--- config.mk ---
export PLATFORM = sky130hd
export DESIGN_NAME = ivl_timer
export DESIGN_NICKNAME = d
export VERILOG_FILES = /design/src/rtl/ivl_timer_pkg.sv /design/src/rtl/ivl_timer_regs.sv /design/src/rtl/ivl_timer_seq.sv /design/src/rtl/ivl_timer_pinmux.sv /design/src/rtl/ivl_timer.sv
export SDC_FILE = /design/constraint.sdc
export NUM_CORES = 1
export LEC_CHECK = 0
export CAP_MARGIN = 20
export CORE_AREA = 2 2 89 91
export DETAILED_ROUTE_END_ITERATION = 10
export DIE_AREA = 0 0 91 93
export DONT_BUFFER_PORTS = 1
export PLACE_DENSITY = 0.4
export SETUP_SLACK_MARGIN = 0.02
export SLEW_MARGIN = 20
export SYNTH_ARGS = -nofsm -noshare
export SYNTH_HDL_FRONTEND = slang
export SYNTH_SLANG_ARGS = --single-unit
--- constraint.sdc ---
create_clock -name clk -period 3.4 [get_ports clk]
set_input_delay 0.17 -clock clk [delete_from_list [all_inputs] [get_ports clk]]
set_output_delay 0.17 -clock clk [all_outputs]
set_load 0.03 [all_outputs]
--- src/rtl/ivl_timer_pkg.sv ---
package ivl_timer_pkg;
  typedef enum logic [2:0] {
    ST_STOP      = 3'd0,
    ST_LOAD_STOP = 3'd1,
    ST_LOAD_WAIT = 3'd2,
    ST_WAIT      = 3'd3,
    ST_COUNT     = 3'd4
  } tstate_e;

  // control field positions
  localparam int CB_START   = 0;
  localparam int CB_PEN     = 1;
  localparam int CB_TOGMODE = 2;
  localparam int CB_ONESHOT = 3;
  localparam int CB_FLOAD   = 4;
  localparam int CTRL_W     = 4;  // stored bits; force load is a strobe
endpackage

--- src/rtl/ivl_timer_regs.sv ---
module ivl_timer_regs
  import ivl_timer_pkg::*;
#(
  parameter int W = 16
) (
  input  logic              clk,
  input  logic              rst_n,
  input  logic              wr_en,
  input  logic              wr_sel,
  input  logic [W-1:0]      wr_data,
  input  logic              oneshot_stop,
  output logic [W-1:0]      latch_q,
  output logic [CTRL_W-1:0] ctrl_q,
  output logic              ctrl_wr,
  output logic              new_start,
  output logic              new_force
);
  logic [W-1:0]      latch_d;
  logic [CTRL_W-1:0] ctrl_d;
  logic              latch_wr;

  assign latch_wr  = wr_en & ~wr_sel;
  assign ctrl_wr   = wr_en & wr_sel;
  assign new_start = wr_data[CB_START];
  assign new_force = wr_data[CB_FLOAD];

  always_comb begin
    latch_d = latch_q;
    if (latch_wr) latch_d = wr_data;
  end

  always_comb begin
    ctrl_d = ctrl_q;
    if (ctrl_wr) begin
      ctrl_d = wr_data[CTRL_W-1:0];
    end else if (oneshot_stop) begin
      ctrl_d[CB_START] = 1'b0;
    end
  end

  always_ff @(posedge clk or negedge rst_n) begin
    if (!rst_n) begin
      latch_q <= '1;
      ctrl_q  <= '0;
    end else begin
      latch_q <= latch_d;
      ctrl_q  <= ctrl_d;
    end
  end
endmodule

--- src/rtl/ivl_timer_seq.sv ---
module ivl_timer_seq
  import ivl_timer_pkg::*;
#(
  parameter int W = 16
) (
  input  logic              clk,
  input  logic              rst_n,
  input  logic              tick,
  input  logic [W-1:0]      latch_q,
  input  logic [CTRL_W-1:0] ctrl_q,
  input  logic              ctrl_wr,
  input  logic              new_start,
  input  logic              new_force,
  output logic [W-1:0]      cnt_q,
  output tstate_e           st_q,
  output logic              uf_q,
  output logic              irq_q,
  output logic              tog_q,
  output logic              oneshot_stop
);
  localparam logic [W-1:0] ZERO = '0;
  localparam logic [W-1:0] ONE  = W'(1);

  tstate_e      st_d;
  logic [W-1:0] cnt_d;
  logic         uf_d, irq_d, tog_d;
  logic         stopped;

  assign stopped = (st_q == ST_STOP) || (st_q == ST_LOAD_STOP);

  always_comb begin
    st_d         = st_q;
    cnt_d        = cnt_q;
    tog_d        = tog_q;
    uf_d         = 1'b0;
    irq_d        = uf_q;
    oneshot_stop = 1'b0;
    if (ctrl_wr) begin
      if (new_start) begin
        if (stopped) tog_d = 1'b1;
        if (new_force)    st_d = ST_LOAD_WAIT;
        else if (stopped) st_d = ST_WAIT;
      end else begin
        st_d = new_force ? ST_LOAD_STOP : ST_STOP;
      end
    end else begin
      unique case (st_q)
        ST_LOAD_STOP: begin
          cnt_d = latch_q;
          st_d  = ST_STOP;
        end
        ST_LOAD_WAIT: begin
          cnt_d = latch_q;
          st_d  = ST_WAIT;
        end
        ST_WAIT: st_d = ST_COUNT;
        ST_COUNT: begin
          if (tick) begin
            if (cnt_q == ZERO) begin
              cnt_d = latch_q;
              uf_d  = 1'b1;
              tog_d = ~tog_q;
              if (ctrl_q[CB_ONESHOT]) begin
                st_d         = ST_STOP;
                oneshot_stop = 1'b1;
              end
            end else begin
              cnt_d = cnt_q - ONE;
            end
          end
        end
        default: st_d = st_q;
      endcase
    end
  end

  always_ff @(posedge clk or negedge rst_n) begin
    if (!rst_n) begin
      st_q  <= ST_STOP;
      cnt_q <= '1;
      uf_q  <= 1'b0;
      irq_q <= 1'b0;
      tog_q <= 1'b0;
    end else begin
      st_q  <= st_d;
      cnt_q <= cnt_d;
      uf_q  <= uf_d;
      irq_q <= irq_d;
      tog_q <= tog_d;
    end
  end
endmodule

--- src/rtl/ivl_timer_pinmux.sv ---
module ivl_timer_pinmux
  import ivl_timer_pkg::*;
(
  input  logic              port_in,
  input  logic [CTRL_W-1:0] ctrl_q,
  input  logic              tog_q,
  input  logic              irq_q,
  output logic              port_out,
  output logic              port_oe
);
  logic timer_level;

  always_comb begin
    timer_level = ctrl_q[CB_TOGMODE] ? tog_q : irq_q;
    port_oe     = ctrl_q[CB_PEN];
    port_out    = ctrl_q[CB_PEN] ? timer_level : port_in;
  end
endmodule

--- src/rtl/ivl_timer.sv ---
module ivl_timer
  import ivl_timer_pkg::*;
#(
  parameter int W = 16
) (
  input  logic         clk,
  input  logic         rst_n,
  input  logic         wr_en,
  input  logic         wr_sel,
  input  logic [W-1:0] wr_data,
  input  logic         tick,
  input  logic         port_in,
  output logic [W-1:0] count,
  output logic         uflow,
  output logic         irq,
  output logic         port_out,
  output logic         port_oe
);
  logic [W-1:0]      latch_q;
  logic [CTRL_W-1:0] ctrl_q;
  logic              ctrl_wr, new_start, new_force, oneshot_stop, tog_q;
  tstate_e           st_q;

  ivl_timer_regs #(.W(W)) u_regs (
    .clk(clk), .rst_n(rst_n), .wr_en(wr_en), .wr_sel(wr_sel),
    .wr_data(wr_data), .oneshot_stop(oneshot_stop), .latch_q(latch_q),
    .ctrl_q(ctrl_q), .ctrl_wr(ctrl_wr), .new_start(new_start),
    .new_force(new_force)
  );

  ivl_timer_seq #(.W(W)) u_seq (
    .clk(clk), .rst_n(rst_n), .tick(tick), .latch_q(latch_q),
    .ctrl_q(ctrl_q), .ctrl_wr(ctrl_wr), .new_start(new_start),
    .new_force(new_force), .cnt_q(count), .st_q(st_q), .uf_q(uflow),
    .irq_q(irq), .tog_q(tog_q), .oneshot_stop(oneshot_stop)
  );

  ivl_timer_pinmux u_mux (
    .port_in(port_in), .ctrl_q(ctrl_q), .tog_q(tog_q), .irq_q(irq),
    .port_out(port_out), .port_oe(port_oe)
  );
endmodule

==> reports/metrics.csv, run 1 <==
metric;value;unit
status;finished clean;
count of cells resized by post-cts repair;0;
multi-input combinational cell area;0.001021;sq mm
total congestion overflow;0;
number of max-slew violations in the final report;0;
Final #Nets;234;
post-CTS clock slew at the launch and capture registers of the worst setup and hold paths;0.09;ns
number of filler instances in the final layout;813;
number of buffers added by the clock tree synthesis step;5;
H-tree depth;2;
worst-path fanout max;12;
utilization of the core after routing;32.05;%
number of buffer cells added on primary ports;0;
final hold violation count;0;
post-synthesis net count;233;
via total after detailed routing;1626;
hold path startpoint;wr_data[2];
Mapped Cells;208;
core region area;0.007527;sq mm
number of nets still failing antenna checks after routing;0;
Post-Syn Area;0.002183;sq mm
number of maximum-capacitance constraint violations;0;
global-route wire length before repair;9011;um
Post-Syn Area per Cell;10.50;sq um
vertical die dimension;93;um
Synth warnings;0;
cell count of the worst reg-to-reg path;6;
Crit Path Class;flip-flop to flip-flop;
CTS tree;yes;
HPWL reported at the end of detailed placement;3755;um
largest buffer count on any clock path;2;
largest net degree at the start of global routing;42;
initial core utilization;29.01;%
std cell rows;32;
Critical R2R Launch;u_seq.cnt_q[8]$_DFFE_PN1P_;
total power divided by cell area;821.7;mW/mm^2
WL/cell;17.72;um
number of global-route vias before repair;1553;
Most used DFF post-synth;dfstp_2;
FF+latch area;0.001066;sq mm
worst ir drop on vdd;0.2259;mV
setup repair after global routing missed its margin;false;
area growth from synthesis to layout;10.49;%
final routed wirelength across all metal layers;5529;um
critical path required time;3.62;ns
worst min-delay path category;input pin to flip-flop;
die area;0.008463;sq mm
DRC errors left;0;
fraction of layout instances using a drive strength above 1;31.90;%
asr flop ratio synth;100.0;%
endpoint of the most critical register-to-register path;u_seq.cnt_q[12]$_DFFE_PN1P_;
fmax;0.3568;GHz
Ant. Diodes;0;
total number of clock tree sinks;41;
final period utilization;82.44;%
# IOs;42;
endpoint arrival time on the critical path;3.03;ns
category of the worst setup path capture point;flip-flop;
vias per cell;5.212;
CTS Hold Bufs;2;
worst slew pin tran;0.8291;ns
hold-critical path depth;1;
distinct cell type count after synthesis;40;
static leakage;0.9122;nW
reg-to-reg slack, setup;0.60;ns
final weighted congestion in routability-driven placement;0.7347;
detailed-routing iteration count for the pre-antenna-repair pass;4;
overall track demand over capacity in global routing;13.73;%
number of flops mapped to enable cells by yosys;0;
root cell of the clock tree;clkbuf_8;
setup tns final;0;ns
sequential element share of the synthesized area;48.83;%
antenna violations before repair;0;
endpoints failing setup;0;
die width;91;um
skew final;0.009231;ns
clock latency on the worst-skew pair;0.29;ns
register bit total from synthesis;41;
critical path launch point type;flip-flop;
post-CTS setup-driven buffer insertion count;0;
DRT iter0 DRCs;96;
time the final worst path needs with I/O delays and setup;2.803;ns
Hold Path End;u_regs.ctrl_q[2]$_DFFE_PN0P_;
worst-case headroom to the max-slew limit;44.21;%
-- metal layers --
metal  share of wire [%]  up-vias  track usage (%)  routed length (um)
met3                 6.1        6            4.754                 339
met1                  48      813            19.14                2676
met5                   0        -                0                   0
met4                 1.6        0            4.924                  88
met2                  44       29            19.69                2424
li1                    -      778                -                   -
-- critical path, cell delays in order (launching register included) --
cell     delay, ns
dfstp_2       0.45
or4_4         0.57
or4_1         0.54
o21ai_2       0.43
buf_4         0.25
o21ai_0       0.10
a221o_1       0.39
-- placed cells by master, fill, tap and decap left out, types with 2 or more instances in the layout --
cell type	n
a211o_1	2
dfrtp_1	9
nor3_1	7
ha_1	3
o21ai_0	14
nor4_1	5
buf_4	5
a2bb2oi_1	4
or4_1	2
nand3_1	8
dfstp_2	32
nand4_1	4
nor2b_1	2
a221o_1	4
and2_1	4
nor3b_1	2
a22oi_1	2
nor2_1	14
clkbuf_8	5
mux2_2	19
a211oi_1	2
inv_1	6
nand2_1	11
a21oi_1	11
mux2i_1	7
and3_1	8
-- synthesized netlist by cell type (5+ instances only) --
cell / count / share of area (%)
mux2_2: 19 / 9.8
o21ai_0: 14 / 3.2
nand2_1: 11 / 1.9
mux2i_1: 7 / 3.2
and3_1: 8 / 2.3
dfrtp_1: 9 / 10
nor2_1: 14 / 2.4
inv_1: 6 / 1.0
nor3_1: 7 / 1.6
dfstp_2: 32 / 39
nand3_1: 8 / 1.8
clkbuf_1: 7 / 1.2
a21oi_1: 11 / 2.5
nor4_1: 5 / 1.4
-- layout make-up --
class,count,share of cell area [%]
Clock buffer,6,3.008
Inverter,6,0.9336
Timing Repair Buffer,7,2.801
Tap cell,102,5.290
Multi-Input combinational cell,148,42.32
Sequential cell,41,44.19
Clock inverter,2,1.452
-- worst max path at each step --
| stage | from | slack, ns | endpoint |
|---|---|---|---|
| 5_1_grt | u_seq.cnt_q[8]$_DFFE_PN1P_ | 0.42 | u_seq.cnt_q[12]$_DFFE_PN1P_ |
| 4_1_cts | u_seq.cnt_q[8]$_DFFE_PN1P_ | 0.58 | u_seq.cnt_q[12]$_DFFE_PN1P_ |
| 6_report | u_seq.cnt_q[8]$_DFFE_PN1P_ | 0.60 | u_seq.cnt_q[12]$_DFFE_PN1P_ |
| 2_1_floorplan | u_seq.cnt_q[8]$_DFFE_PN1P_ | 1.04 | u_seq.cnt_q[12]$_DFFE_PN1P_ |
| 3_5_place_dp | u_seq.cnt_q[8]$_DFFE_PN1P_ | 0.60 | u_seq.cnt_q[12]$_DFFE_PN1P_ |
| 3_3_place_gp | u_seq.cnt_q[8]$_DFFE_PN1P_ | 0.67 | u_seq.cnt_q[15]$_DFFE_PN1P_ |
-- report_power, final --
group	total, mW	internal, mW	switching, mW
logic	0.483	0.221	0.263
clock network	0.394	0.218	0.176
registers	1.10	0.722	0.383
-- sequential cells by signal (all words and copies together), names as in the netlist --
signal          flops
u_regs.latch_q     16
u_seq.cnt_q        16
u_regs.ctrl_q       3
u_seq.st_q          3
u_seq.irq_q         1
u_seq.tog_q         1
u_seq.uf_q          1
-- through the flow --
step / std cells / worst slack (ns) / cell area (sq um) / power (mW) / hold slack [ns]
global placement: 302 / 0.6663 / 2275 / 1.591 / -0.1240
finish: 312 / 0.5970 / 2412 / 1.982 / 0.01745
CTS: 312 / 0.5838 / 2412 / 2.005 / 0.005082
floorplan: 208 / 1.041 / 2183 / 1.433 / -0.1256
detailed placement: 302 / 0.6014 / 2275 / 1.588 / -0.1234
global route: 312 / 0.4242 / 2412 / 2.111 / 0.004064
-- logic make-up after synthesis --
kind of cell    count (synthesis)  share of synthesized area [%]
buf+inv                        19                          4.412
xor+xnor                        1                         0.4012
compound gates                 48                          14.79
mux                            26                          13.01
simple gates                   70                          16.85
flops                          41                          48.83
fa+ha+maj                       3                          1.719
Power figures use the tool's default switching activity.
==> run 2, diff against run 1 <==
--- a/config.mk
+++ b/config.mk
@@ -10,7 +10,7 @@
 export DETAILED_ROUTE_END_ITERATION = 10
 export DIE_AREA = 0 0 91 93
 export DONT_BUFFER_PORTS = 1
-export PLACE_DENSITY = 0.4
+export PLACE_DENSITY = 0.41
 export SETUP_SLACK_MARGIN = 0.02
 export SLEW_MARGIN = 20
 export SYNTH_ARGS = -nofsm -noshare
==> constraint.sdc (replaced) <==
create_clock -name clk -period 2.3 [get_ports clk]
set_input_delay 0.115 -clock clk [delete_from_list [all_inputs] [get_ports clk]]
set_output_delay 0.115 -clock clk [all_outputs]
set_load 0.03 [all_outputs]
==> run 2 against run 1 <==
Sequential share of layout area fell by 6.4 points. Sequential power rose by 24%. Flip-flop and latch count did not move. Highest routed layer unchanged.
==> reports/metrics.csv, run 2 (synthesis gave the netlist of run 1 again) <==
metric;value;unit;change
static leakage;1.128;nW;was 0.9122 nW
number of buffers added by the clock tree synthesis step;5;;unchanged
portion of total power attributed to the clock network;19.1;%;was 19.9%
portion of total power attributed to combinational logic;38.7;%;was 24.4%
H-tree depth;2;;unchanged
largest net degree at the start of global routing;42;;unchanged
clock latency on the worst-skew pair;0.29;ns;about the same
category of the worst setup path capture point;flip-flop;;unchanged
worst-case headroom to the max-slew limit;57.58;%;was 44.21%
number of nets still failing antenna checks after routing;0;;unchanged
final routed wirelength across all metal layers;5496;um;was 5529 um
Crit Path Class;flip-flop to flip-flop;;unchanged
endpoint arrival time on the critical path;2.44;ns;was 3.03 ns
cell count of the worst reg-to-reg path;6;;unchanged
total stage count of the critical path;6;;unchanged
status;finished clean;;unchanged
reg-to-reg slack, setup;0.09;ns;was 0.60 ns
worst ir drop on vdd;0.3283;mV;was 0.2259 mV
number of filler instances in the final layout;799;;was 813
antenna violations before repair;0;;unchanged
detailed-routing iteration count for the pre-antenna-repair pass;4;;unchanged
WL/cell;15.44;um;was 17.72 um
number of maximum-capacitance constraint violations;0;;unchanged
cell repeated most along the worst path;or4_4;;
global-route wire length before repair;9487;um;was 9011 um
overall track demand over capacity in global routing;14.12;%;was 13.73%
Switch Pwr;1.259;mW;was 821.2 uW
skew final;0.01057;ns;was 0.009231 ns
total congestion overflow;0;;unchanged
Slowest Stage Delay on Critical Path;0.52;ns;was 0.57 ns
final hold violation count;0;;unchanged
setup repair after global routing missed its margin;false;;unchanged
vias per cell;4.983;;was 5.212
via total after detailed routing;1774;;was 1626
cell family with most CP delay;simple AND/OR/NAND/NOR gates;;unchanged
number of global-route vias before repair;1790;;was 1553
most used cells in the layout excluding fill and tap cells;dfstp_2 (32), buf_4 (30), mux2_2 (19);;was dfstp_2 (32), mux2_2 (19), nor2_1 (14), o21ai_0 (14)
final weighted congestion in routability-driven placement;0.7565;;was 0.7347
# IOs;42;;unchanged
Setup crit end;u_seq.cnt_q[12]$_DFFE_PN1P_;;unchanged
total number of clock tree sinks;41;;unchanged
worst min-delay path category;input pin to flip-flop;;unchanged
area growth from synthesis to layout;29.28;%;was 10.49%
fraction of layout instances using a drive strength above 1;37.80;%;was 31.90%
most frequent standard cell in the layout excluding fill and tap cells;dfstp_2;;unchanged
HPWL reported at the end of detailed placement;4006;um;was 3755 um
final design area excluding fillers;0.002823;sq mm;was 0.002412 sq mm
Final #Nets;278;;was 234
setup tns final;0;ns;unchanged
total power divided by cell area;1136;mW/mm^2;was 821.7 mW/mm^2
number of buffer cells added on primary ports;0;;unchanged
Ant. Diodes;0;;unchanged
vertical die dimension;93;um;unchanged
core region area;0.007527;sq mm;unchanged
final period utilization;96.13;%;was 82.44%
DRT iter0 DRCs;64;;was 96
time the final worst path needs with I/O delays and setup;2.211;ns;was 2.803 ns
worst-path fanout max;8;;was 12
number of max-slew violations in the final report;0;;unchanged
endpoint of the most critical register-to-register path;u_seq.cnt_q[12]$_DFFE_PN1P_;;unchanged
die area;0.008463;sq mm;unchanged
root cell of the clock tree;clkbuf_8;;unchanged
combined buffer and inverter count along the critical path;1;;unchanged
post-CTS clock slew at the launch and capture registers of the worst setup and hold paths;0.09;ns;about the same
Critical Path Slowest Stage Cell;or4_4;;unchanged
critical path launch point type;flip-flop;;unchanged
worst slew pin tran;0.6382;ns;was 0.8291 ns
initial core utilization;29.01;%;unchanged
ordered cell list for the critical path;or4_4 > or4_4 > o21ai_4 > buf_6 > o21ai_0 > a221o_1;;was or4_4 > or4_1 > o21ai_2 > buf_4 > o21ai_0 > a221o_1
Internal Pwr Total;1.946;mW;was 1.161 mW
Worst setup startpoint;u_seq.cnt_q[8]$_DFFE_PN1P_;;unchanged
sequential fraction of design power;42.3;%;was 55.7%
DRC errors left;0;;unchanged
biggest regs;u_regs.latch_q: 16 flops, u_seq.cnt_q: 16 flops;;unchanged
CTS tree;yes;;unchanged
Critical R2R Launch;u_seq.cnt_q[8]$_DFFE_PN1P_;;unchanged
switching part of the total power;39.29;%;was 41.43%
endpoints failing setup;0;;unchanged
largest buffer count on any clock path;2;;unchanged
Post-Place Cell Area;0.002482;sq mm;was 0.002275 sq mm
die width;91;um;unchanged
fmax;0.4523;GHz;was 0.3568 GHz
critical path required time;2.53;ns;was 3.62 ns
std cell rows;32;;unchanged
[run 2: changes by cell type in the layout (fill, tap and decap cells not counted), sizes merged]
cell	delta
clkinv	-1
dlygate4sd3	+16
clkbuf	+1
buf	+28
[run 2: cell type report]
cell class	instances	area [sq um]	share of cell area, %
inverter	6	22.52	0.7979
sequential	41	1066	37.77
clock buffer	7	86.33	3.059
timing repair buffer	51	457.9	16.22
tap	102	127.6	4.521
multi-input combinational	148	1032	36.57
clock inverter	1	30.03	1.064
[run 2: routing by layer]
| layer | part of all wire, % | up-vias | global-route usage (%) |
|---|---|---|---|
| li1 | - | 865 | - |
| met1 | 50 | 869 | 20.18 |
| met2 | 45 | 34 | 20.93 |
| met3 | 4.0 | 6 | 3.465 |
| met4 | 1.5 | 0 | 4.672 |
| met5 | 0 | - | 0 |
[run 2: worst min path at each step]
stage               depth (start not counted)                      endpoint        from  slack [ns]
global placement                            0  u_regs.ctrl_q[3]$_DFFE_PN0P_       rst_n       -0.18
floorplan                                   0  u_regs.ctrl_q[1]$_DFFE_PN0P_       rst_n       -0.18
finish                                      2     u_seq.st_q[1]$_DFFE_PN0P_  wr_data[0]        0.03
global route                                2     u_seq.st_q[1]$_DFFE_PN0P_  wr_data[0]        0.05
CTS                                         2     u_seq.st_q[1]$_DFFE_PN0P_  wr_data[0]        0.02
detailed placement                          0     u_seq.st_q[0]$_DFFE_PN0P_       rst_n       -0.18
[run 2: stage by stage]
step                utilization, %  total power, mW  setup WS, ns  hold slack (ns)  instances
CTS                          37.05            3.219       0.02546          0.02299        354
global placement             32.98            2.561       0.06716          -0.1792        328
finish                       37.50            3.205       0.08898          0.03302        356
global route                 37.50            3.420       0.02731          0.05477        356
floorplan                        -            2.123      -0.05744          -0.1806        208
detailed placement           32.98            2.553       0.03626          -0.1789        328
[run 2: timing repair]
item,CTS,global route
endpoints found under the setup margin,0,10
hold buffers,18,0
hold endpoints to repair,60,0
buffers inserted,0,2
gates resized for setup,0,6
[run 2: power by group through the flow]
| stage | Clock, mW | Combinational (mW) | Sequential (mW) |
|---|---|---|---|
| global route | 0.668 | 1.36 | 1.40 |
| detailed placement | 0 | 1.18 | 1.37 |
| finish | 0.611 | 1.24 | 1.36 |
| floorplan | 0 | 0.599 | 1.52 |
| global placement | 0 | 1.19 | 1.37 |
| CTS | 0.632 | 1.23 | 1.36 |
